File: src/rtl/dma_evq_pkg.sv
package dma_evq_pkg;
   // number of event queues; the queue select is one bit wide
   localparam int NQ = 2;
   typedef logic qsel_t;
endpackage

File: src/rtl/evq_trig.sv
module evq_trig #(
   parameter int NUM_CH = 64
) (
   input  logic              clk,
   input  logic              rst_n,
   input  logic [NUM_CH-1:0] evt,
   input  logic              sw_we,
   input  logic [NUM_CH-1:0] sw_bits,
   input  logic [NUM_CH-1:0] chain,
   input  logic [NUM_CH-1:0] grant_vec,
   input  logic              clr_we,
   input  logic [NUM_CH-1:0] clr_bits,
   output logic [NUM_CH-1:0] pend,
   output logic [NUM_CH-1:0] miss
);
   logic [NUM_CH-1:0] trig;
   logic [NUM_CH-1:0] clr_mask;

   always_comb begin
      trig     = evt | chain | (sw_we ? sw_bits : '0);
      clr_mask = clr_we ? clr_bits : '0;
   end

   always_ff @(posedge clk or negedge rst_n) begin
      if (!rst_n) begin
         pend <= '0;
         miss <= '0;
      end else begin
         // a repeat trigger on a pending channel is dropped and flagged
         pend <= (pend & ~grant_vec) | (trig & ~pend);
         miss <= (miss & ~clr_mask) | (trig & pend);
      end
   end
endmodule

File: src/rtl/evq_pick.sv
module evq_pick #(
   parameter int N  = 64,
   parameter int IW = $clog2(N)
) (
   input  logic [N-1:0]  req,
   output logic          any,
   output logic [IW-1:0] idx
);
   always_comb begin
      any = |req;
      idx = '0;
      for (int i = N - 1; i >= 0; i--) begin
         if (req[i]) idx = IW'(i);
      end
   end
endmodule

File: src/rtl/evq_fifo.sv
module evq_fifo #(
   parameter int DEPTH = 16,
   parameter int DW    = 15,
   parameter int CNT_W = $clog2(DEPTH + 1)
) (
   input  logic             clk,
   input  logic             rst_n,
   input  logic             push,
   input  logic [DW-1:0]    din,
   input  logic             rd_ready,
   input  logic [CNT_W-1:0] thr,
   output logic             rd_valid,
   output logic [DW-1:0]    dout,
   output logic             full,
   output logic [CNT_W-1:0] count,
   output logic [CNT_W-1:0] wmark,
   output logic             irq
);
   localparam int PTR_W = (DEPTH > 1) ? $clog2(DEPTH) : 1;

   if (DEPTH < 2) begin : g_bad_depth
      $error("evq_fifo: DEPTH must be at least 2");
   end

   logic [DW-1:0]    mem [DEPTH];
   logic [PTR_W-1:0] wp, rp, wp_nx, rp_nx;
   logic             pop, do_push;
   logic [CNT_W-1:0] cnt_nx;

   assign full     = (count == CNT_W'(DEPTH));
   assign rd_valid = (count != '0);
   assign pop      = rd_valid & rd_ready;
   assign do_push  = push & ~full;
   assign dout     = mem[rp];
   assign irq      = (count >= thr);

   if ((DEPTH & (DEPTH - 1)) == 0) begin : g_pow2
      assign wp_nx = wp + PTR_W'(1);
      assign rp_nx = rp + PTR_W'(1);
   end else begin : g_wrap
      assign wp_nx = (wp == PTR_W'(DEPTH - 1)) ? '0 : wp + PTR_W'(1);
      assign rp_nx = (rp == PTR_W'(DEPTH - 1)) ? '0 : rp + PTR_W'(1);
   end

   always_comb cnt_nx = count + CNT_W'(do_push) - CNT_W'(pop);

   always_ff @(posedge clk or negedge rst_n) begin
      if (!rst_n) begin
         wp    <= '0;
         rp    <= '0;
         count <= '0;
         wmark <= '0;
      end else begin
         if (do_push) wp <= wp_nx;
         if (pop)     rp <= rp_nx;
         count <= cnt_nx;
         if (cnt_nx > wmark) wmark <= cnt_nx;
      end
   end

   always_ff @(posedge clk) begin
      if (do_push) mem[wp] <= din;
   end
endmodule

File: src/rtl/dma_evq_mgr.sv
module dma_evq_mgr
   import dma_evq_pkg::*;
#(
   parameter int NUM_CH  = 64,
   parameter int PSET_W  = 9,
   parameter int Q_DEPTH = 16,
   parameter int CH_W    = $clog2(NUM_CH),
   parameter int CNT_W   = $clog2(Q_DEPTH + 1)
) (
   input  logic                 clk,
   input  logic                 rst_n,
   input  logic [NUM_CH-1:0]    evt_in,
   input  logic                 sw_set_we,
   input  logic [NUM_CH-1:0]    sw_set_bits,
   input  logic [NUM_CH-1:0]    chain_in,
   input  logic                 map_we,
   input  logic [CH_W-1:0]      map_ch,
   input  logic [PSET_W-1:0]    map_pset,
   input  logic                 map_q,
   input  logic                 thr_we,
   input  logic                 thr_q,
   input  logic [CNT_W-1:0]     thr_val,
   input  logic                 miss_clr_we,
   input  logic [NUM_CH-1:0]    miss_clr_bits,
   output logic [NUM_CH-1:0]    miss_err,
   output logic [1:0]           req_valid,
   input  logic [1:0]           req_ready,
   output logic [2*CH_W-1:0]    req_ch,
   output logic [2*PSET_W-1:0]  req_pset,
   output logic [2*CNT_W-1:0]   q_count,
   output logic [2*CNT_W-1:0]   q_wmark,
   output logic [1:0]           thr_irq
);
   localparam int ENT_W = CH_W + PSET_W;

   if (NUM_CH < 2 || CH_W != $clog2(NUM_CH)) begin : g_bad_ch
      $error("dma_evq_mgr: channel count and CH_W disagree");
   end
   if ((2 ** PSET_W) < NUM_CH) begin : g_bad_pset
      $error("dma_evq_mgr: PSET_W too narrow for default mapping");
   end
   if (CNT_W != $clog2(Q_DEPTH + 1)) begin : g_bad_cnt
      $error("dma_evq_mgr: CNT_W does not match Q_DEPTH");
   end

   logic [NUM_CH-1:0] pend, grant_vec;
   logic [PSET_W-1:0] pset_tab [NUM_CH];
   qsel_t             qsel_tab [NUM_CH];
   logic [CNT_W-1:0]  thr_reg  [NQ];
   logic              win_any, grant;
   logic [CH_W-1:0]   win_idx;
   qsel_t             win_q;
   logic [NQ-1:0]     full_q, push_q;
   logic [ENT_W-1:0]  ent_in;
   logic [ENT_W-1:0]  ent_out [NQ];

   evq_trig #(.NUM_CH(NUM_CH)) u_trig (
      .clk      (clk),
      .rst_n    (rst_n),
      .evt      (evt_in),
      .sw_we    (sw_set_we),
      .sw_bits  (sw_set_bits),
      .chain    (chain_in),
      .grant_vec(grant_vec),
      .clr_we   (miss_clr_we),
      .clr_bits (miss_clr_bits),
      .pend     (pend),
      .miss     (miss_err)
   );

   evq_pick #(.N(NUM_CH), .IW(CH_W)) u_pick (
      .req(pend),
      .any(win_any),
      .idx(win_idx)
   );

   always_comb begin
      win_q     = qsel_tab[win_idx];
      grant     = win_any & ~full_q[win_q];
      grant_vec = grant ? (NUM_CH'(1) << win_idx) : '0;
      ent_in    = {win_idx, pset_tab[win_idx]};
      for (int q = 0; q < NQ; q++) begin
         push_q[q] = grant & (win_q == qsel_t'(q));
      end
   end

   // channel mapping table
   always_ff @(posedge clk or negedge rst_n) begin
      if (!rst_n) begin
         for (int i = 0; i < NUM_CH; i++) begin
            pset_tab[i] <= PSET_W'(i);
            qsel_tab[i] <= 1'b0;
         end
      end else if (map_we) begin
         pset_tab[map_ch] <= map_pset;
         qsel_tab[map_ch] <= map_q;
      end
   end

   // per-queue thresholds
   always_ff @(posedge clk or negedge rst_n) begin
      if (!rst_n) begin
         for (int q = 0; q < NQ; q++) thr_reg[q] <= CNT_W'(Q_DEPTH);
      end else if (thr_we) begin
         thr_reg[thr_q] <= thr_val;
      end
   end

   for (genvar q = 0; q < NQ; q++) begin : g_q
      evq_fifo #(.DEPTH(Q_DEPTH), .DW(ENT_W), .CNT_W(CNT_W)) u_fifo (
         .clk     (clk),
         .rst_n   (rst_n),
         .push    (push_q[q]),
         .din     (ent_in),
         .rd_ready(req_ready[q]),
         .thr     (thr_reg[q]),
         .rd_valid(req_valid[q]),
         .dout    (ent_out[q]),
         .full    (full_q[q]),
         .count   (q_count[q*CNT_W +: CNT_W]),
         .wmark   (q_wmark[q*CNT_W +: CNT_W]),
         .irq     (thr_irq[q])
      );
      assign req_ch[q*CH_W +: CH_W]       = ent_out[q][PSET_W +: CH_W];
      assign req_pset[q*PSET_W +: PSET_W] = ent_out[q][PSET_W-1:0];
   end
endmodule

File: config.mk
export PLATFORM = sky130hd
export DESIGN_NAME = dma_evq_mgr
export DESIGN_NICKNAME = d
export VERILOG_FILES = /design/src/rtl/dma_evq_pkg.sv /design/src/rtl/evq_trig.sv /design/src/rtl/evq_pick.sv /design/src/rtl/evq_fifo.sv /design/src/rtl/dma_evq_mgr.sv
export SDC_FILE = /design/constraint.sdc
export NUM_CORES = 2
export LEC_CHECK = 0
export BUFFER_PORTS_ARGS = -buffer_cell sky130_fd_sc_hd__buf_2
export CORE_MARGIN = 2
export CORE_UTILIZATION = 60
export DETAILED_ROUTE_END_ITERATION = 12
export PLACE_DENSITY = 0.79
export SLEW_MARGIN = 5
export SYNTH_ARGS = -nofsm -noshare
export SYNTH_HDL_FRONTEND = slang
export SYNTH_SLANG_ARGS = --single-unit
File: constraint.sdc
create_clock -name clk -period 12.1 [get_ports clk]
set_input_delay 3.025 -clock clk [delete_from_list [all_inputs] [get_ports clk]]
set_output_delay 3.025 -clock clk [all_outputs]
set_load 0.1 [all_outputs]
# After elaboration in Yosys (flattened, before gate mapping)
# Memories as Yosys holds them, arrays and structs flattened.
# Index checks and enable logic that the tools add are counted.
dict set report totals {
  regBits 814
  ram_bits 480
  in_bits 286
  out_inout_bits 118
  word_cells 281
  mem_count 2
}
# name depth word_bits read_ports rd_ports_with_merged_regs wr line
set memory_table {}
lappend memory_table {{g_q[0].u_fifo.mem} 16 15 1 0 1 evq_fifo.sv:25} ;# logic [DW-1:0] mem [DEPTH];
lappend memory_table {{g_q[1].u_fifo.mem} 16 15 1 0 1 evq_fifo.sv:25}
dict set report op_classes {
  addsub 8
  magnitude_cmp 10
  eq_ne 2
  shift 1
  muxes 88
  n_bitwise 25
  n_reduce_logical 5
}
# cell count
set op_table {}
lappend op_table {{bitwise mux 576 bit} 1}
lappend op_table {{2-to-1 mux 6 bit} 64}
lappend op_table {{bitwise AND 64 bit} 4}
lappend op_table {{bitwise OR 64 bit} 4}
lappend op_table {{2-to-1 mux 64 bit} 3}
lappend op_table {{NOT 64 bit} 3}
lappend op_table {{bitwise mux 64 bit} 1}
lappend op_table {{OR reduction 64 bit} 1}
lappend op_table {{left shift 1 x 6 -> 64 bit, first input constant} 1}
lappend op_table {{binary-select mux 9 bit (select 6 bit)} 1}
lappend op_table {{demux 9 bit (select 6 bit)} 1}
lappend op_table {{2-to-1 mux 9 bit} 3}
lappend op_table {{adder 4 x 1 -> 4 bit, second input constant} 4}
lappend op_table {{>= comparator 7 bit, second input constant} 2}
lappend op_table {{NOT 6 -> 7 bit} 2}
lappend op_table {{adder 5 x 1 -> 5 bit} 2}
lappend op_table {{bitwise mux 10 bit} 1}
lappend op_table {{== test 5 bit, second input constant} 2}
lappend op_table {{>= comparator 5 bit} 2}
lappend op_table {{> comparator 5 bit} 2}
lappend op_table {{nonzero test 5 bit} 2}
lappend op_table {{subtractor 5 x 1 -> 5 bit} 2}
lappend op_table {{2-to-1 mux 1 bit} 9}
lappend op_table {{bitwise AND 1 bit} 7}
lappend op_table {{other kinds (11)} 15}

# Longest topological paths before layout
dict set report depth {
  depth_word 77
  depth_mapped 27
  ltp_nobuf 23
}

# Hierarchy
# Synthesis repeated with hierarchy kept, for this count alone.
dict set report hier_totals {
  cells_unflattened 3715
  area_unflattened_um2 57467.6
}
# module instances cells_per_inst area_each_um2 seq_area_each_um2
set by_module_without_submodules {}
lappend by_module_without_submodules {dma_evq_mgr 1 1977 30214.0 16508.3}
lappend by_module_without_submodules {{evq_fifo at g_q[1].u_fifo} 1 566 10533.9 7657.3}
lappend by_module_without_submodules {{evq_fifo at g_q[0].u_fifo} 1 565 10441.3 7657.3}
lappend by_module_without_submodules {evq_trig 1 462 5391.4 3203.1}
lappend by_module_without_submodules {evq_pick 1 145 887.1 0.0}

# Worst setup path after synthesis
# OpenSTA, ideal clock, no wires.
dict set report synth_timing {
  kind {input to register}
  start {input req_ready[0]}
  end {register g_q[0].u_fifo.wmark[0]}
  setup_ns 0.126
  arrival_time_ns 5.744
  required_time_ns 11.974
  path_slack_ns 6.231
  stages 13
  path_buffers 1
  path_cell_list {and2_1 > clkbuf_1 > ha_1 > inv_1 > ha_1 > fa_1 > a21oi_1 > nor2_1 > nor2_1 > xnor2_1 > ha_1 > a31oi_1 > mux2_2}
}
dict set report synth_via {
  elab_chain_cells 3
}
# item line
set synth_rtl {}
lappend synth_rtl {{start, declared} dma_evq_mgr.sv:27} ;# input logic [1:0] req_ready,
lappend synth_rtl {{bitwise AND 1 bit} evq_fifo.sv:32} ;# assign pop = rd_valid & rd_ready;
lappend synth_rtl {{via g_q[0].u_fifo.pop} evq_fifo.sv:27} ;# logic pop, do_push;
lappend synth_rtl {{subtractor 5 x 1 -> 5 bit} evq_fifo.sv:45} ;# always_comb cnt_nx = count + CNT_W'(do_push) - CNT_W'(pop);
lappend synth_rtl {{via g_q[0].u_fifo.cnt_nx[4]} evq_fifo.sv:28} ;# logic [CNT_W-1:0] cnt_nx;
lappend synth_rtl {{> comparator 5 bit} evq_fifo.sv:57} ;# if (cnt_nx > wmark) wmark <= cnt_nx;
lappend synth_rtl {{end signal, assigned} evq_fifo.sv:57}
lappend synth_rtl {{end, declared} evq_fifo.sv:16} ;# output logic [CNT_W-1:0] wmark,
# The timed path passes the listed nets, and every way through them passes these cells.
# A chain may end at the register's enable or synchronous reset.

# Worst setup path in the final report
dict set report layout_timing {
  start {register u_trig.pend[23]}
  end {register g_q[1].u_fifo.wmark[0]}
}
dict set report layout_via {
  elab_chain_cells 37
  elab_cells_between_ends 38
  classes_between {add/sub: 2; order compare: 1; mux: 29; bitwise: 5; reduce/logical: 1}
}
# item line
set layout_rtl {}
lappend layout_rtl {{start, declared} evq_trig.sv:13} ;# output logic [NUM_CH-1:0] pend,
lappend layout_rtl {{start signal, assigned} evq_trig.sv:30} ;# pend <= (pend & ~grant_vec) | (trig & ~pend);
lappend layout_rtl {{2-to-1 mux 6 bit (24 in series)} evq_pick.sv:13} ;# if (req[i]) idx = IW'(i);
lappend layout_rtl {{NOT 6 -> 7 bit (not written as such)} dma_evq_mgr.sv:78} ;# win_q = qsel_tab[win_idx];
lappend layout_rtl {{binary-select mux 1 bit (select 6 bit)} dma_evq_mgr.sv:78}
lappend layout_rtl {{2-to-1 mux 1 bit (not written as such) (2 in series)} dma_evq_mgr.sv:78}
lappend layout_rtl {{2-to-1 mux 1 bit (not written as such) (2 in series)} dma_evq_mgr.sv:79} ;# grant = win_any & ~full_q[win_q];
lappend layout_rtl {{NOT 1 bit} dma_evq_mgr.sv:79}
lappend layout_rtl {{bitwise AND 1 bit} dma_evq_mgr.sv:79}
lappend layout_rtl {{bitwise AND 1 bit *} dma_evq_mgr.sv:83} ;# push_q[q] = grant & (win_q == qsel_t'(q));
lappend layout_rtl {{bitwise AND 1 bit *} evq_fifo.sv:33} ;# assign do_push = push & ~full;
lappend layout_rtl {{via g_q[1].u_fifo.do_push} evq_fifo.sv:27}
lappend layout_rtl {{adder 5 x 1 -> 5 bit *} evq_fifo.sv:45}
lappend layout_rtl {{subtractor 5 x 1 -> 5 bit *} evq_fifo.sv:45}
lappend layout_rtl {{via g_q[1].u_fifo.cnt_nx[1]} evq_fifo.sv:28}
lappend layout_rtl {{> comparator 5 bit *} evq_fifo.sv:57}
lappend layout_rtl {{end signal, assigned} evq_fifo.sv:57}
lappend layout_rtl {{end, declared} evq_fifo.sv:16}
# The timed path passes the listed nets; every way through them passes the cells marked *. The select of a mux whose other input is x is not followed.

==> run_results.csv <==
group,metric,value,unit
timing,tightestPinTransition,1230,ps
logic_synthesis,yosysWarnings,0,
setup_path,worst-r2r-cell-count,22,
logic_synthesis,synth_top_family_by_area,"multiplexers",
setup_path,worst_ep_arrival_time,8830,ps
logic_synthesis,synth_cell_types,87,
layout,largest_reg_flops,576,
logic_synthesis,syn_nets,4504,
pwr,p_clk_share,26.3,%
logic_synthesis,ys_seq_area_share,60.3,%
timing,hold_violations,0,
min_path,hold_path_end,"pset_tab[175]",
logic_synthesis,synthAdderAreaFrac,0.974,%
setup_path,cp.required,12740,ps
setup_path,crit_slowest_cell,"or3_1",
detailed_routing,drtPass1Iterations,6,
cts,ctsResizeCount,0,
cts,path_clk_slew,60,ps
die,dieArea,0.0993,sq mm
pwr,finalPower,15.2,mW
timing,holdWs,496,ps
die,initial_core_util,60.3,%
logic_synthesis,yosys-mux-area-fraction,19.6,%
pwr,p_seq_share,38.7,%
setup_path,r2r-end,"g_q[1].u_fifo.wmark[0]",
job,timing.max_cap.violations,0,
logic_synthesis,synthSimpleGateAreaFrac,7.25,%
global_routing,grt_pass1_vias,38615,
detailed_routing,wl_per_cell,28.7,um
placed_design,placement.cell_area,0.0613,sq mm
min_path,hp-class,"reg2reg",
logic_synthesis,synth_edf_count,480,
pwr,p_per_area,232,mW/mm^2
setup_path,path_cells,"nor4_1, o311ai_0, a311oi_1, or3_1, clkinv_8, buf_4, nor2_2, a211o_1, a221oi_1, o32ai_2, nand3_4, inv_1, ha_1, fa_1, ha_1, nor2b_1, o21a_1, o21ai_0, nand2b_1, a21oi_1, a31oi_1, mux2_2",
layout,final_util,68.0,%
global_routing,track_usage,34.1,%
detailed_routing,drtAntennaViolNets,0,
cts,clk_path_buf_depth,3,
cts,htree_levels,4,
cts,insertion_delay,780,ps
logic_synthesis,synthXorXnorAreaFrac,0.302,%
placed_design,hpwl,103000,um
pwr,switching_share,38.8,%
die,boundaryPins,404,
layout,drive_gt1_share,38.0,%
logic_synthesis,async_reset_ff_share,62.9,%
setup_path,cp-start-kind,"register",
layout,nets,4792,
min_path,holdCritStartpoint,"pset_tab[175]",
pwr,vdd_drop_max,0.232,mV
cts,post_cts_buffers,0,
global_routing,overflow,0,
cts,cts_root_buffer,"clkbuf_16",
detailed_routing,drt_iter0_drc,4986,
pwr,p_int,9.31,mW
layout,reg_top3,"pset_tab (576), g_q.u_fifo.mem (480)",
timing,rsz0062_at_grt,"no",
outcome,status,"complete, no violations",
cts,cts.sinks,1294,
timing,setup_viol,0,
logic_synthesis,syn_avg_cell_area,13.9,sq um
cts,cts_tree,"done",
die,rows,114,
setup_path,crit_type,"reg2reg",
setup_path,r2r_setup_slack,3910,ps
detailed_routing,num_vias,38908,
global_routing,grt_max_degree,187,
logic_synthesis,synth_cells,4174,
cts,postCtsHoldBufs,0,
global_routing,grt_pass1_wl,252000,um
pwr,switchingPower,5.91,mW
pwr,power_leakage,25.8,nW
logic_synthesis,ys.flop_type,"dfrtp_1",
setup_path,cpMostUsedCell,"ha_1",
cts,cts_made_buffers,133,
timing,finalClockSkew,56.4,ps
timing,fmax,122,MHz
setup_path,crit_fanout,123,
die,fp.dieH,315,um
timing,timing.final.crit_share,67.7,%
timing,relSlewSlack,18.0,%
placed_design,gp_congestion,1.09,
logic_synthesis,netlist_area,0.0581,sq mm
timing,tns,0,ps
detailed_routing,routed_wl,168000,um
detailed_routing,via_per_inst,6.64,
timing,drv_slew,0,
global_routing,antenna_found_initial,10,
layout,largest_register,"pset_tab",
setup_path,r2r_start,"u_trig.pend[23]",
setup_path,endpoint_kind,"register",
setup_path,cpPeakStageDelay,760,ps
die,core_area,0.0963,sq mm
detailed_routing,remaining_drc_errors,0,
timing,min_period,8190,ps
pwr,combinationalPowerShare,35.0,%
layout,final_area,0.0655,sq mm
min_path,min_path_cells,1,
layout,areaGrowthSynthToFinish,12.7,%
logic_synthesis,synth_seq_cells,1294,
logic_synthesis,synth_compound_area_share,8.83,%
placed_design,numPortBuffers,403,
die,die_w,315,um
## layout make-up
class | instances | area, sq um
antenna | 8 | 20.0
timing repair buffer | 472 | 2610
clock inverter | 56 | 520
multi-input combinational | 2502 | 21800
sequential | 1294 | 35000
clock buffer | 190 | 3680
tap | 1276 | 1600
fill | 6519 | 30800
inverter | 59 | 240
## layout by cell type, fill, tap and decap left out, types with 36 or more instances in the layout
master       n
a211o_1     66
a211oi_1   189
a21oi_1     43
a22o_1      64
a311oi_1    75
a31oi_1     86
a41oi_1     37
buf_2      402
buf_4       64
clkbuf_1    44
clkbuf_16  134
dfrtp_1    616
dfstp_2    194
edfxtp_1   480
ha_1        42
inv_1       53
mux2_2     651
mux2i_1     47
mux4_2     159
nand2_1    401
nor2_1     151
nor2b_1    142
nor3_1      67
o21ai_0     36
## critical path, delay by kind of cell, from the launching register on
kind | cells | cell delay [ps]
AO/OA/AOI/OAI | 9 | 2220
adder cells (fa/ha/maj) | 3 | 1010
buffers and inverters | 3 | 1500
flip-flops | 1 | 490
multiplexers | 1 | 400
AND/OR/NAND/NOR | 6 | 2330
## cell families after synthesis
kind of cell    count (synthesis)
flops                        1294
buf+inv                       378
simple gates                  903
compound gates                676
fa+ha+maj                      44
xor+xnor                       20
mux                           859
## synthesized netlist by cell type (4+ instances only)
library cell	number	share of area [%]
a211o_1	66	1.0
a211oi_1	189	2.4
a21o_1	5	0.065
a21oi_1	52	0.45
a22o_1	64	0.97
a311oi_1	75	1.1
a31oi_1	86	0.93
a41oi_1	37	0.56
and2_1	5	0.054
and3_1	8	0.086
buf_1	45	0.29
buf_2	46	0.40
buf_4	16	0.21
buf_6	4	0.078
clkbuf_1	208	1.3
dfrtp_1	620	27
dfstp_2	194	8.8
edfxtp_1	480	25
ha_1	42	0.90
inv_1	53	0.34
inv_2	4	0.026
mux2_2	651	13
mux2i_1	47	0.81
mux4_2	159	6.2
nand2_1	401	2.6
nand2b_1	18	0.19
nand3_1	12	0.10
nand4_1	11	0.12
nor2_1	155	1.0
nor2b_1	142	1.5
nor3_1	81	0.70
nor3b_1	11	0.14
nor4_1	25	0.27
o211ai_1	4	0.052
o21a_1	4	0.052
o21ai_0	36	0.31
o21ai_1	14	0.12
o31ai_1	6	0.078
or2_2	4	0.043
or3_1	7	0.075
or4_1	7	0.090
xnor2_1	13	0.20
xor2_1	7	0.11
## metrics by stage
stage	setup slack (ps)	std cells
2_1_floorplan	6230	4174
3_3_place_gp	4170	5603
3_5_place_dp	4090	5603
4_1_cts	4050	5849
5_1_grt	3400	5855
6_report	3910	5857
## power by group through the flow
stage / registers [mW] / logic (mW) / clock network (mW)
2_1_floorplan: 5.97 / 3.75 / 0
3_3_place_gp: 5.88 / 5.10 / 0
3_5_place_dp: 5.93 / 5.22 / 0
4_1_cts: 5.88 / 5.31 / 4.04
5_1_grt: 5.95 / 5.62 / 4.20
6_report: 5.89 / 5.33 / 4.00
## metal layers
metal | track usage, % | routed length, um | vias up
li1 | - | - | 16324
met1 | 46.7 | 65900 | 20081
met2 | 54.1 | 81400 | 2123
met3 | 6.62 | 14800 | 378
met4 | 13.9 | 6100 | 2
met5 | 0 | 12 | -
## worst max-delay path by stage
stage	slack, ps	cells after the start	from	to
finish	3910	22	u_trig.pend[23]	g_q[1].u_fifo.wmark[0]
floorplan	6230	13	req_ready[0]	g_q[0].u_fifo.wmark[0]
CTS	4050	22	u_trig.pend[23]	g_q[1].u_fifo.wmark[0]
global route	3400	22	u_trig.pend[23]	g_q[1].u_fifo.wmark[0]
global placement	4170	22	u_trig.pend[23]	g_q[1].u_fifo.wmark[0]
detailed placement	4090	22	u_trig.pend[23]	g_q[1].u_fifo.wmark[0]
No activity file was read; power rests on OpenSTA's default activity.
